--- src/rtl/sem_cell.sv ---
module sem_cell #(
  parameter int CNT_W  = 16,
  parameter int REQ_W  = 16,
  parameter int DATA_W = 32,
  localparam int ID_W  = (REQ_W > 1) ? $clog2(REQ_W) : 1
) (
  input  logic              clk,
  input  logic              rst_n,
  input  logic [2:0]        view,
  input  logic              rd_en,
  input  logic              wr_en,
  input  logic [ID_W-1:0]   req_id,
  input  logic [DATA_W-1:0] wr_data,
  output logic [DATA_W-1:0] rd_data,
  output logic              stall,
  output logic              wake,
  output logic [REQ_W-1:0]  wake_mask
);
  localparam logic [CNT_W-1:0] CNT_MAX = '1;

  logic [CNT_W-1:0] cnt;
  logic [REQ_W-1:0] blk;
  logic             tag_e, tag_f, tag_t;
  logic [DATA_W-1:0] rd_val;

  wire is_pv = (view == 3'd4) || (view == 3'd5);
  wire pv_sync = (view == 3'd4);
  wire rd = rd_en;
  wire wr = wr_en & ~rd_en;
  wire cnt_zero = (cnt == '0);

  always_comb begin
    rd_val = '0;
    case (view)
      3'd0, 3'd4, 3'd5: rd_val[CNT_W-1:0] = cnt;
      3'd1: begin
        rd_val[0]  = tag_e;
        rd_val[1]  = tag_f;
        rd_val[16] = tag_t;
      end
      3'd2, 3'd3: rd_val = '0;
      default: rd_val = '1;
    endcase
  end

  always_ff @(posedge clk) begin
    if (!rst_n) begin
      cnt       <= '0;
      blk       <= '0;
      tag_e     <= 1'b0;
      tag_f     <= 1'b0;
      tag_t     <= 1'b0;
      rd_data   <= '0;
      stall     <= 1'b0;
      wake      <= 1'b0;
      wake_mask <= '0;
    end else begin
      stall     <= 1'b0;
      wake      <= 1'b0;
      wake_mask <= '0;
      if (rd) begin
        rd_data <= rd_val;
        if (is_pv) begin
          if (!cnt_zero) cnt <= cnt - 1'b1;
          else if (pv_sync) begin
            stall       <= 1'b1;
            blk[req_id] <= 1'b1;
          end
        end
      end else if (wr) begin
        if (view == 3'd1) begin
          tag_e <= wr_data[0];
          tag_f <= wr_data[1];
          tag_t <= wr_data[16];
        end else if (is_pv) begin
          if (cnt != CNT_MAX) cnt <= cnt + 1'b1;
          if (blk != '0) begin
            wake      <= 1'b1;
            wake_mask <= blk;
            blk       <= '0;
          end
        end
      end
    end
  end
endmodule

--- config.mk ---
export PLATFORM = sky130hd
export DESIGN_NAME = sem_cell
export DESIGN_NICKNAME = d
export VERILOG_FILES = /design/src/rtl/sem_cell.sv
export SDC_FILE = /design/constraint.sdc
export NUM_CORES = 1
export LEC_CHECK = 0
export ABC_AREA = 1
export BUFFER_PORTS_ARGS = -buffer_cell sky130_fd_sc_hd__clkbuf_2
export CAP_MARGIN = 15
export CELL_PAD_IN_SITES_DETAIL_PLACEMENT = 1
export CELL_PAD_IN_SITES_GLOBAL_PLACEMENT = 2
export CORE_MARGIN = 2
export CORE_UTILIZATION = 28
export DETAILED_ROUTE_END_ITERATION = 8
export PLACE_DENSITY_LB_ADDON = 0.1
export SYNTH_ARGS = -nofsm -noshare
export SYNTH_HDL_FRONTEND = slang
export SYNTH_SLANG_ARGS = --single-unit
--- constraint.sdc ---
create_clock -name clk -period 1.75 [get_ports clk]
set_clock_uncertainty 0.05 [all_clocks]
set_input_delay 0.35 -clock clk [delete_from_list [all_inputs] [get_ports clk]]
set_output_delay 0.35 -clock clk [all_outputs]
set_load 0.05 [all_outputs]
==> results.cfg <==
[sta]
maxSlewHeadroom_pct = 80.55
rsz0062_at_grt = yes
setup_viol = 0
finalMaxSlewViolations = 0
hold_viol = 0
fmax_ghz = 0.6121
period_needed_ps = 1634
period_share_pct = 93.35
tightest_slew_ps = 288.1
post-route-worst-setup-slack_ps = 116.3
finalSetupTns_ps = 0

[global_routing]
grt-ovfl-total = 0
antenna_found_initial = 1
grt_pass1_wl_um = 19380
grt_usage_pct = 17.04
grt_max_degree = 19
grt_pass1_vias = 4037

[final_layout]
area_delta_synth_final_pct = 32.91
drive_gt1_share_pct = 26.57
final_core_util_pct = 38.35
num-nets-final = 723

[route]
drc_errors = 0
drt-vias-per-instance = 4.512
drt_wl_total_um = 11930
drtAntennaViolNets = 0
drt-initial-drc-count = 155
vias = 3822
drtPass1Iterations = 4
route.detailed.wl_per_inst_um = 14.08

[status]
outcome = finished, final reports clean

[clock_network]
path_clk_slew_ps = 60
cts_tree = done
clk_latency_ps = 340
postCtsSetupRepairBufs = 0
numCtsBuffers = 9
ctsHoldBuffers = 0
htreeDepth = 3
root_buffer = clkbuf_16
clock-sinks = 71
clk_path_buf_depth = 2

[critical_path]
slowest_stage = dfxtp_2
path_class = flop to flop
critPathCaptureType = flop
path_cells = buf_4 -> ha_1 -> nand2_1 -> nand2_2 -> nand3b_1 -> nand2_2 -> nand2_1 -> nand2_1 -> nand2_1 -> nand2_1 -> a21oi_1
critical_path.most_common_cell = nand2_1
cp_max_fo = 3
start_kind = flop
cp.required_ps = 1970
worst_ep_arrival_time_ps = 1850
critical_path.max_stage_delay_ps = 320

[floorplanning]
io_pins = 93
die_h_um = 121.1
core_area_um2 = 13300
rows = 42
die_x_um = 121.1
initial_core_util_pct = 28.85
dieArea_um2 = 14650

[job]
cap_violations = 0

[synthesis]
synthCells = 575
yosys-top-cells-area = dfxtp_1 37%, nand2_1 17%, inv_1 8.2%, nor2_1 8.1%, a21oi_1 4.7%
avgSynthCellArea_um2 = 6.672
synth-edff-count = 0
synth_ff_type = dfxtp_1
ys_seq_elements = 71
synth_top_area_cell = dfxtp_1
async_flop_share_pct = 0
seq_area_frac_synth_pct = 37.05
netlist_area_um2 = 3836
synth_warnings = 0
yosys.cell_types.count = 32
netlist.area_leader.share_pct = 37.05
syn_nets = 633

[place]
routabilityCongestion = 0.7821
io_buffers = 63
hpwl_um = 9328
pre_cts_ws_ps = -359.1

[power]
peakVddDrop_mv = 0.5455
p_leak_uw = 0.002433
power.density_nw_per_um2 = 884.8
p_sw_share_pct = 32.01
p_sw_uw = 1444
power.internal_uw = 3067
pwr-share-comb_pct = 22.1
power_frac_seq_pct = 38.3
clkPwrFrac_pct = 39.6

[hold_path]
hp-class = input port to flop
[kinds of logic after synthesis]
family          synth area share, %
xor+xnor                      1.142
flops                         37.05
compound gates                8.937
buf+inv                       13.37
fa+ha+maj                     5.088
simple gates                  34.41
[placed cells by master, fill, tap and decap left out, types with 5 or more instances in the layout]
master	synthesis	final
a21oi_1	36	32
buf_12	0	6
buf_4	18	37
clkbuf_16	0	9
clkbuf_2	0	62
dfxtp_1	71	59
dfxtp_2	0	12
ha_4	0	9
inv_1	84	84
nand2_1	169	160
nand2_2	0	9
nand3_1	32	28
nand3_2	2	5
nand4_1	17	17
nor2_1	83	80
nor2_2	2	5
o21ai_0	5	5
o311ai_0	9	9
[cell type report]
class	count	area (um^2)
Clock buffer	10	239.0
Inverter	86	322.8
Timing Repair Buffer	106	713.2
Antenna cell	1	2.502
Sequential cell	71	1436
Clock inverter	6	50.05
Tap cell	176	220.2
Fill cell	1679	8197
Multi-Input combinational cell	391	2115
[power groups by stage]
| stage | clock network, uW | registers, uW | logic [uW] |
|---|---|---|---|
| 2_1_floorplan | 0 | 1820 | 527 |
| 3_3_place_gp | 0 | 1750 | 917 |
| 3_5_place_dp | 0 | 1750 | 930 |
| 4_1_cts | 1860 | 1720 | 936 |
| 5_1_grt | 1920 | 1730 | 1120 |
| 6_report | 1790 | 1730 | 998 |
[metrics by stage]
stage               hold slack, ps  instance area [um^2]  total power (uW)  instances
floorplan                    376.5                  3836              2344        575
global placement             395.9                  4567              2668        830
detailed placement           394.2                  4567              2683        830
CTS                          202.3                  4863              4512        846
global route                 220.4                  5096              4772        846
finish                       218.9                  5099              4511        847
[synthesized netlist by cell type (2+ instances only)]
cell type and n:
buf_4 18, nor3_1 2, xnor2_1 3, buf_6 2, nand3b_1 3, nand4_1 17
nor2_2 2, nand2_1 169, a21oi_1 36, clkbuf_1 2, o21ai_0 5, inv_1 84
nand3_1 32, nor2_1 83, and2_1 3, o311ai_0 9, dfxtp_1 71, xor2_1 2
nand3_2 2, ha_1 14, buf_2 5
[sequential cells by signal, summed over array words and instances, names as in the netlist]
signal,cells
tag_t,1
blk,16
rd_data,18
wake,1
wake_mask,16
tag_f,1
stall,1
cnt,16
tag_e,1
[worst max-delay path, delay by kind of cell (launching register included)]
family	cells	cell delay (ps)
AND/OR/NAND/NOR	8	660
adder cells (fa/ha/maj)	1	270
buffers and inverters	1	130
AO/OA/AOI/OAI	1	120
flip-flops	1	320
[path summary, 6_finish.rpt]
kind,start,to,slack (ps),cells past startpoint
worst max register to register,cnt[1],cnt[13],120,11
worst max-delay path,cnt[1],cnt[13],120,11
worst min-delay path,view[0],stall,220,2
worst min register to register,blk[9],wake_mask[9],400,2
[layer usage]
layer	up-vias	track usage (%)	share of wire (%)
li1	1976	-	-
met1	1782	18.58	41
met2	51	32.44	54
met3	13	4.182	3.5
met4	0	4.578	1.6
met5	-	0	0
[repair_timing]
item                       4_1_cts  5_1_grt
gates cloned                     0        0
pin swaps                        0        5
setup endpoints to repair        5       25
gates resized for setup          3       50
hold endpoints to repair         0        0
No activity file was read; power rests on OpenSTA's default activity.
